File: config.mk
export PLATFORM = sky130hd
export DESIGN_NAME = vdp_host_port
export DESIGN_NICKNAME = d
export VERILOG_FILES = /design/src/rtl/vdp_hp_pkg.sv /design/src/rtl/vdp_hp_cmd_fsm.sv /design/src/rtl/vdp_hp_access_dec.sv /design/src/rtl/vdp_hp_read_mux.sv /design/src/rtl/vdp_host_port.sv
export SDC_FILE = /design/constraint.sdc
export NUM_CORES = 1
export LEC_CHECK = 0
export BUFFER_PORTS_ARGS = -buffer_cell sky130_fd_sc_hd__buf_2
export CAP_MARGIN = 20
export CORE_AREA = 2 2 82 84
export DETAILED_ROUTE_END_ITERATION = 12
export DIE_AREA = 0 0 84 86
export HOLD_SLACK_MARGIN = 0.15
export PLACE_DENSITY_LB_ADDON = 0.2
export SETUP_SLACK_MARGIN = 0.02
export SKIP_CTS_REPAIR_TIMING = 1
export SLEW_MARGIN = 5
export SYNTH_ARGS = -nofsm -noshare
export SYNTH_HDL_FRONTEND = slang
export SYNTH_HIERARCHICAL = 1
export SYNTH_SLANG_ARGS = --single-unit
File: constraint.sdc
create_clock -name clk -period 2.9 [get_ports clk]
set_input_delay 0.58 -clock clk [delete_from_list [all_inputs] [get_ports clk]]
set_output_delay 0.58 -clock clk [all_outputs]
set_load 0.05 [all_outputs]
File: src/rtl/vdp_hp_pkg.sv
package vdp_hp_pkg;

    typedef enum logic [1:0] {
        MEM_VRAM  = 2'd0,
        MEM_CRAM  = 2'd1,
        MEM_VSRAM = 2'd2,
        MEM_NONE  = 2'd3
    } mem_t;

    typedef enum logic [1:0] {
        PORT_DATA = 2'd0,
        PORT_CTRL = 2'd1,
        PORT_HV   = 2'd2,
        PORT_NONE = 2'd3
    } port_t;

    typedef enum logic {
        ST_FIRST  = 1'b0,
        ST_SECOND = 1'b1
    } cmd_state_t;

    // word offset -> port; offsets pair up as mirrors
    function automatic port_t decode_port(input logic [2:0] sel);
        port_t p;
        unique case (sel[2:1])
            2'b00:   p = PORT_DATA;
            2'b01:   p = PORT_CTRL;
            2'b10:   p = PORT_HV;
            default: p = PORT_NONE;
        endcase
        return p;
    endfunction

endpackage

File: src/rtl/vdp_hp_cmd_fsm.sv
module vdp_hp_cmd_fsm
    import vdp_hp_pkg::*;
#(
    parameter int AW        = 16,
    parameter int DW        = 16,
    parameter int RNW       = 5,
    parameter int INC_REG   = 15,
    parameter int INC_RESET = 2
) (
    input  logic           clk,
    input  logic           rst_n,
    input  logic           ctl_wr,
    input  logic           ctl_rd,
    input  logic           data_acc,
    input  logic [DW-1:0]  wdata,
    output logic           reg_we,
    output logic [RNW-1:0] reg_num,
    output logic [7:0]     reg_val,
    output logic [AW-1:0]  addr,
    output logic [5:0]     code,
    output logic           pend,
    output logic [AW-1:0]  incr
);
    localparam int LOW_AW = AW - 2;

    cmd_state_t state_q, state_d;
    logic       ld_first, ld_second;
    logic       is_reg_word;
    logic [7:0] incr_q;

    assign is_reg_word = (wdata[15:14] == 2'b10);

    // state register
    always_ff @(posedge clk) begin
        if (!rst_n) state_q <= ST_FIRST;
        else        state_q <= state_d;
    end

    // next state
    always_comb begin
        state_d = state_q;
        unique case (state_q)
            ST_FIRST: begin
                if (ctl_wr && !is_reg_word) state_d = ST_SECOND;  // T_ADDR1
            end
            ST_SECOND: begin
                if (ctl_wr)                    state_d = ST_FIRST; // T_ADDR2
                else if (ctl_rd || data_acc)   state_d = ST_FIRST; // T_ABORT
            end
            default: state_d = ST_FIRST;
        endcase
    end

    // state outputs
    always_comb begin
        reg_we    = 1'b0;
        ld_first  = 1'b0;
        ld_second = 1'b0;
        unique case (state_q)
            ST_FIRST: begin
                reg_we   = ctl_wr && is_reg_word;                  // T_REGWR
                ld_first = ctl_wr && !is_reg_word;
            end
            ST_SECOND: begin
                ld_second = ctl_wr;
            end
            default: ;
        endcase
    end

    assign reg_num = wdata[8+RNW-1:8];
    assign reg_val = wdata[7:0];
    assign pend    = (state_q == ST_SECOND);
    assign incr    = {{(AW-8){1'b0}}, incr_q};

    // address / code / step registers
    always_ff @(posedge clk) begin
        if (!rst_n) begin
            addr   <= '0;
            code   <= '0;
            incr_q <= 8'(INC_RESET);
        end else begin
            if (ld_first) begin
                addr[LOW_AW-1:0] <= wdata[LOW_AW-1:0];
                code[1:0]        <= wdata[15:14];
            end else if (ld_second) begin
                addr[AW-1:LOW_AW] <= wdata[1:0];
                code[5:2]         <= wdata[7:4];
            end else if (data_acc) begin
                addr <= addr + incr;
            end
            if (reg_we && (reg_num == RNW'(INC_REG))) incr_q <= reg_val;
        end
    end

endmodule

File: src/rtl/vdp_hp_access_dec.sv
module vdp_hp_access_dec
    import vdp_hp_pkg::*;
#(
    parameter int AW          = 16,
    parameter int CRAM_WORDS  = 64,
    parameter int VSRAM_WORDS = 40
) (
    input  logic [3:0]    code_lo,
    input  logic [AW-1:1] word_addr,
    input  logic          data_wr,
    input  logic          data_rd,
    output logic          mem_we,
    output logic          mem_re,
    output logic [1:0]    mem_sel,
    output logic [AW-2:0] mem_index,
    output logic          rd_ok
);
    localparam int IDXW = $clog2(CRAM_WORDS);

    mem_t           target;
    logic           is_write, is_read, in_range;
    logic [IDXW-1:0] small_idx;

    always_comb begin
        target   = MEM_NONE;
        is_write = 1'b0;
        is_read  = 1'b0;
        unique case (code_lo)
            4'b0001: begin target = MEM_VRAM;  is_write = 1'b1; end
            4'b0011: begin target = MEM_CRAM;  is_write = 1'b1; end
            4'b0101: begin target = MEM_VSRAM; is_write = 1'b1; end
            4'b0000: begin target = MEM_VRAM;  is_read  = 1'b1; end
            4'b1000: begin target = MEM_CRAM;  is_read  = 1'b1; end
            4'b0100: begin target = MEM_VSRAM; is_read  = 1'b1; end
            default: ;
        endcase
    end

    assign small_idx = word_addr[IDXW:1];

    always_comb begin
        unique case (target)
            MEM_VSRAM: in_range = ({1'b0, small_idx} < (IDXW+1)'(VSRAM_WORDS));
            MEM_CRAM:  in_range = ({1'b0, small_idx} < (IDXW+1)'(CRAM_WORDS));
            default:   in_range = 1'b1;
        endcase
    end

    always_comb begin
        if (target == MEM_VRAM) mem_index = word_addr[AW-1:1];
        else                    mem_index = {{(AW-1-IDXW){1'b0}}, small_idx};
    end

    assign mem_sel = target;
    assign rd_ok   = is_read && in_range;
    assign mem_re  = data_rd && rd_ok;
    assign mem_we  = data_wr && is_write && in_range;

endmodule

File: src/rtl/vdp_hp_read_mux.sv
module vdp_hp_read_mux
    import vdp_hp_pkg::*;
#(
    parameter int DW = 16,
    parameter int SW = 10
) (
    input  port_t         port,
    input  logic          rd,
    input  logic          rd_ok,
    input  logic [DW-1:0] mem_rdata,
    input  logic [SW-1:0] stat_flags,
    input  logic [8:0]    vcount,
    input  logic [7:0]    hcount,
    input  logic          interlace,
    output logic [DW-1:0] rdata
);
    logic [7:0] vbyte;

    assign vbyte = interlace ? {vcount[7:1], vcount[8]} : vcount[7:0];

    always_comb begin
        rdata = '0;
        if (rd) begin
            unique case (port)
                PORT_DATA: rdata = rd_ok ? mem_rdata : '0;
                PORT_CTRL: rdata = {{(DW-SW){1'b0}}, stat_flags};
                PORT_HV:   rdata = DW'({vbyte, hcount});
                default:   rdata = '0;
            endcase
        end
    end

endmodule

File: src/rtl/vdp_host_port.sv
module vdp_host_port
    import vdp_hp_pkg::*;
#(
    parameter int AW          = 16,
    parameter int DW          = 16,
    parameter int SW          = 10,
    parameter int RNW         = 5,
    parameter int INC_REG     = 15,
    parameter int INC_RESET   = 2,
    parameter int CRAM_WORDS  = 64,
    parameter int VSRAM_WORDS = 40
) (
    input  logic           clk,
    input  logic           rst_n,
    input  logic           bus_req,
    input  logic           bus_we,
    input  logic [2:0]     bus_sel,
    input  logic [DW-1:0]  bus_wdata,
    output logic [DW-1:0]  bus_rdata,
    input  logic [SW-1:0]  stat_flags,
    input  logic [8:0]     vcount,
    input  logic [7:0]     hcount,
    input  logic           interlace,
    output logic           reg_we,
    output logic [RNW-1:0] reg_num,
    output logic [7:0]     reg_val,
    output logic           mem_we,
    output logic           mem_re,
    output logic [1:0]     mem_sel,
    output logic [AW-2:0]  mem_index,
    output logic [DW-1:0]  mem_wdata,
    input  logic [DW-1:0]  mem_rdata,
    output logic [AW-1:0]  cur_addr,
    output logic [5:0]     cur_code
);
    port_t         port;
    logic          ctl_wr, ctl_rd, data_wr, data_rd, data_acc;
    logic          pend, rd_ok;
    logic [AW-1:0] incr;

    assign port     = decode_port(bus_sel);
    assign ctl_wr   = bus_req &&  bus_we && (port == PORT_CTRL);
    assign ctl_rd   = bus_req && !bus_we && (port == PORT_CTRL);
    assign data_wr  = bus_req &&  bus_we && (port == PORT_DATA);
    assign data_rd  = bus_req && !bus_we && (port == PORT_DATA);
    assign data_acc = data_wr || data_rd;

    assign mem_wdata = bus_wdata;

    vdp_hp_cmd_fsm #(
        .AW(AW), .DW(DW), .RNW(RNW), .INC_REG(INC_REG), .INC_RESET(INC_RESET)
    ) u_fsm (
        .clk      (clk),
        .rst_n    (rst_n),
        .ctl_wr   (ctl_wr),
        .ctl_rd   (ctl_rd),
        .data_acc (data_acc),
        .wdata    (bus_wdata),
        .reg_we   (reg_we),
        .reg_num  (reg_num),
        .reg_val  (reg_val),
        .addr     (cur_addr),
        .code     (cur_code),
        .pend     (pend),
        .incr     (incr)
    );

    vdp_hp_access_dec #(
        .AW(AW), .CRAM_WORDS(CRAM_WORDS), .VSRAM_WORDS(VSRAM_WORDS)
    ) u_dec (
        .code_lo   (cur_code[3:0]),
        .word_addr (cur_addr[AW-1:1]),
        .data_wr   (data_wr),
        .data_rd   (data_rd),
        .mem_we    (mem_we),
        .mem_re    (mem_re),
        .mem_sel   (mem_sel),
        .mem_index (mem_index),
        .rd_ok     (rd_ok)
    );

    vdp_hp_read_mux #(
        .DW(DW), .SW(SW)
    ) u_rmux (
        .port       (port),
        .rd         (bus_req && !bus_we),
        .rd_ok      (rd_ok),
        .mem_rdata  (mem_rdata),
        .stat_flags (stat_flags),
        .vcount     (vcount),
        .hcount     (hcount),
        .interlace  (interlace),
        .rdata      (bus_rdata)
    );

endmodule

## Word level (Yosys, flattened, before mapping)

Index checks and enable logic that the tools add are counted.

- Div/mod/pow operators: 0
- Order comparisons: 1
- Multipliers: 0
- Equal/unequal tests: 13
- Bitwise gates (word level): 2
- Shifts and indexed selects: 0
- Mux-type cells: 21
- $add $sub $neg: 1
- Reductions and logical operators: 31

Operators with widths:

| kind | count |
|---|---|
| 16-bit 2-to-1 mux | 3 |
| 16-bit case mux with 3 select lines | 1 |
| 14-bit 2-to-1 mux | 2 |
| 16-bit by 8-bit adder with 16-bit output | 1 |
| 15-bit 2-to-1 mux | 1 |
| 1-bit logical AND | 13 |
| 2-bit case mux with 3 select lines | 2 |
| 1-bit 2-to-1 mux | 10 |
| 2-bit equality test (second input constant) | 4 |
| 4-bit by 3-bit equality test with 1-bit output (second input constant) | 2 |
| 2-bit logical NOT | 3 |
| 6-bit less-than comparator (second input constant) | 1 |
| 2-bit AND reduction | 3 |
| 2-bit OR reduction | 3 |
| 3-bit OR reduction | 2 |
| 5-bit by 4-bit equality test with 1-bit output (second input constant) | 1 |
| 2-bit by 1-bit equality test with 1-bit output (second input constant) | 2 |
| 4-bit by 1-bit equality test with 1-bit output (second input constant) | 1 |
| 4-bit by 2-bit equality test with 1-bit output (second input constant) | 1 |
| 4-bit equality test (second input constant) | 1 |
| 4-bit logical NOT | 1 |
| 2-bit nonzero test | 2 |
| 1-bit logical NOT | 2 |
| 1-bit logical OR | 2 |
| 4 further kinds | 5 |

- Output and inout port bits: 87
- Logic and storage cells: 75
- Flip-flop bits (word level): 31
- Input bits: 67
- Latch bits: 0
- Bits in writable memories: 0
- Bits in read-only memories: 0
- Memories kept: 0

## Logic depth before layout (Yosys ltp)

- Word-level depth: 9
- Depth in mapped cells: 7
- Depth with buffers taken out: 7

## By module

Netlist, hierarchy kept.

By module, submodules not included:

| module | instances | seq. area each (sq um) | cells each | area an instance (sq um) |
|---|---|---|---|---|
| vdp_hp_cmd_fsm | 1 | 620.6 | 244 | 2019.4 |
| vdp_hp_read_mux | 1 | 0.0 | 62 | 382.9 |
| vdp_hp_access_dec | 1 | 0.0 | 28 | 207.7 |
| vdp_host_port | 1 | 0.0 | 24 | 192.7 |

## Worst setup path before layout

Ideal clock, no wire load.

- Path type: register -> output
- From: reg u_fsm.code[3]
- To: out bus_rdata[10]
- Setup slack: 178 ps
- Required time: 2320 ps
- Stages on the path, launching flop included: 6
- Buffers on the path: 0
- Data arrival time: 2142 ps
- Cell sequence: dfxtp_1 and4bb_1 a21oi_1 nor2b_2 a22oi_1 nor2_1

- Longest elaborated chain between the ends: 9
- Elaborated cells on any way between the ends: 18
- Those cells by class: 6 x eq/ne; 6 x mux; 6 x reduce/logical

RTL lines:

| item | RTL line | text |
|---|---|---|
| start, declared | vdp_hp_cmd_fsm.sv:20 | `output logic [5:0] code,` |
| start signal, assigned | vdp_hp_cmd_fsm.sv:88 | `code[5:2] <= wdata[7:4];` |
| 4-bit by 3-bit equality test with 1-bit output (tied with other cells) | vdp_hp_access_dec.sv:28 | `unique case (code_lo)` |
| 2-bit OR reduction (no line) | -- |  |
| 2-bit case mux with 3 select lines | vdp_hp_access_dec.sv:28 |  |
| 2-bit equality test | vdp_hp_access_dec.sv:42 | `unique case (target)` |
| 1-bit 2-to-1 mux | vdp_hp_access_dec.sv:42 |  |
| 1-bit logical AND (*) | vdp_hp_access_dec.sv:55 | `assign rd_ok = is_read && in_range;` |
| named net rd_ok | vdp_host_port.sv:38 | `logic pend, rd_ok;` |
| 16-bit 2-to-1 mux (*) | vdp_hp_read_mux.sv:25 | `PORT_DATA: rdata = rd_ok ? mem_rdata : '0;` |
| 16-bit case mux with 3 select lines (*) | vdp_hp_read_mux.sv:24 | `unique case (port)` |
| 16-bit 2-to-1 mux (*) | vdp_hp_read_mux.sv:23 | `if (rd) begin` |
| end, declared | vdp_host_port.sv:19 | `output logic [DW-1:0] bus_rdata,` |

The timed path passes the listed nets; every way through them passes the cells marked *.

## Worst setup path after layout

- From: reg u_fsm.addr[5]
- To: out bus_rdata[8]

- Longest elaborated chain between the ends: 6

RTL lines:

| item | RTL line | text |
|---|---|---|
| start, declared | vdp_hp_cmd_fsm.sv:19 | `output logic [AW-1:0] addr,` |
| start signal, assigned by index | vdp_hp_cmd_fsm.sv:84 | `addr[LOW_AW-1:0] <= wdata[LOW_AW-1:0];` |
| start signal, assigned by index | vdp_hp_cmd_fsm.sv:87 | `addr[AW-1:LOW_AW] <= wdata[1:0];` |
| start signal, assigned | vdp_hp_cmd_fsm.sv:90 | `addr <= addr + incr;` |
| 6-bit less-than comparator | vdp_hp_access_dec.sv:43 | `MEM_VSRAM: in_range = ({1'b0, small_idx} < (IDXW+1)'(VSRAM_WORDS));` |
| 1-bit 2-to-1 mux | vdp_hp_access_dec.sv:42 |  |
| 1-bit logical AND | vdp_hp_access_dec.sv:55 |  |
| named net rd_ok | vdp_host_port.sv:38 |  |
| 16-bit 2-to-1 mux | vdp_hp_read_mux.sv:25 |  |
| 16-bit case mux with 3 select lines | vdp_hp_read_mux.sv:24 |  |
| 16-bit 2-to-1 mux | vdp_hp_read_mux.sv:23 |  |

The timed path passes the listed nets, and every way through them passes these cells.

==> results.ini <==
[outcome]
status=completed

[sta]
max_freq_mhz=371
maxSlewHeadroom=0.485
fin_worst_skew_ns=0.0118
finalCriticalPeriod_ns=2.69
slew_violations=0
hold_viol_final=0
setup_viol=0
setup_slack_ns=0.208
rsz0062_at_grt=no
tightest_slew_ns=0.771
finalCritPeriodShare=0.928

[route]
routed_wl_microns=8440
dr.pass1.iters=4
drc=0
wl_per_cell_microns=15.6
viasPerCell=5.57
vias=3019
ant_nets=0
drt_iter0_drc=132

[floorplanning]
dieArea_sq_mm=0.00722
num_rows=29
die_h_microns=86
core_area_sq_mm=0.00628
boundaryPins=154
die_w_microns=84
initial_core_util=0.436

[placed_design]
port_buffers=152
placed_cell_area_sq_mm=0.00332
dp_cells=535
dp_slack_ns=0.160
finalWeightedCongestion=0.876
dp_hpwl_microns=6500

[synth]
syn_inst=349
synth_fp_nets=425
ys_warn_count=6
avgSynthCellArea_sq_um=7.85
syn_area_sq_mm=0.00274

[pwr]
leakagePower_nw=1.83
power.density_mw_per_mm2=371
irDropWorstVdd_mv=0.266

[clocking]
path_clk_slew_ns=0.07
cts-htree-levels=2
cts_tree=yes
cts_root_buf=clkbuf_8
cts_buffers=5
clk_path_buf_depth=2
clkSinkCount=31
clock_insertion_delay_worst_skew_ns=0.29

[final_layout]
area_growth_pct=24.7
final_cells=542
drive_above_1_share=0.424
filler_cell_count=618
diodes=0
nets=541
final_cell_area_sq_mm=0.00341

[critical_path]
critical_path_class=reg2out
startpoint=u_fsm/addr[5]$_SDFFE_PN0P_
critPathMaxFanout=10
crit_arrival_ns=2.11
critPathLaunchType=flop
r2r-start=u_fsm/addr[0]$_SDFFE_PN0P_
required_ns=2.32
crit_path_end_kind=output pin

[grt]
grt_max_degree=28
grt_pass1_vias=2695
overflow=0
antenna_found_initial=0
grt_first_pass_wirelength_microns=13200
grt_use_total=0.224

[run]
drv_cap=0

[hold_path]
min-delay-start=u_fsm/code[5]$_SDFFE_PN0P_
min_path_type=reg2reg

[layout by cell type (no fill, tap or decap), types with 7 or more instances in the layout]
cell and count:
and3_1 10, nor2_1 20, nand2_1 28, buf_2 152
nand3_1 7, buf_4 13, a221o_1 10, a22oi_1 10
ha_1 8, dfxtp_1 31, o21ai_0 25, and2_1 12
a21oi_1 21, mux2i_1 10, inv_1 11
[state kept, by name, indices dropped and copies added, names as in the netlist]
signal        flops
u_fsm/addr       16
u_fsm/pend        1
u_fsm/incr_q      8
u_fsm/code        6
[worst max-delay path, stage by stage (launching register included)]
cell and delay, ns:
dfxtp_1 0.37, or2_2 0.35, a21oi_1 0.21, nor2b_4 0.31, a221o_1 0.17, and3_1 0.16
buf_2 0.26
[routing by layer]
layer,track usage,wire length [microns]
met1,0.289,3600
met5,0,0
met3,0.0385,663
met2,0.372,3970
met4,0.0953,216
[path summary, 6_finish.rpt]
check	to	slack, ns	cells after the start
setup / recovery	bus_rdata[8]	0.21	6
hold / removal	u_fsm/code[5]$_SDFFE_PN0P_	0.45	2
setup reg to reg	u_fsm/addr[10]$_SDFFE_PN0P_	0.57	7
hold reg to reg	u_fsm/code[5]$_SDFFE_PN0P_	0.45	2
[area by class of cell]
type | count | area [sq um] | share of cell area
Multi-Input combinational cell | 251 | 1710 | 0.501
Timing Repair Buffer | 165 | 858 | 0.251
Sequential cell | 31 | 621 | 0.182
Tap cell | 77 | 96.3 | 0.0282
Clock buffer | 6 | 82.6 | 0.0242
Inverter | 11 | 41.3 | 0.0121
Clock inverter | 1 | 5.00 | 0.00147
[stage by stage]
| step | power, W | TNS, ns | utilization | hold WS (ns) |
|---|---|---|---|---|
| after floorplan | 0.000818 | 0 | - | 0.470 |
| after global placement | 0.000915 | 0 | 0.529 | 0.441 |
| after detailed placement | 0.000918 | 0 | 0.529 | 0.449 |
| after CTS | 0.00128 | -1.53 | 0.543 | 0.461 |
| after global routing | 0.00133 | 0 | 0.544 | 0.473 |
| final | 0.00127 | 0 | 0.544 | 0.454 |
[power breakdown]
part	switching, W	total, W	leakage [nW]	internal [W]
Sequential	0.0000195	0.000458	0.251	0.000439
Clock	0.000169	0.000355	0.0470	0.000186
Combinational	0.000319	0.000452	1.53	0.000133
Total	0.000508	0.00127	1.83	0.000758
Note: power is estimated with default switching activity, not from simulation.
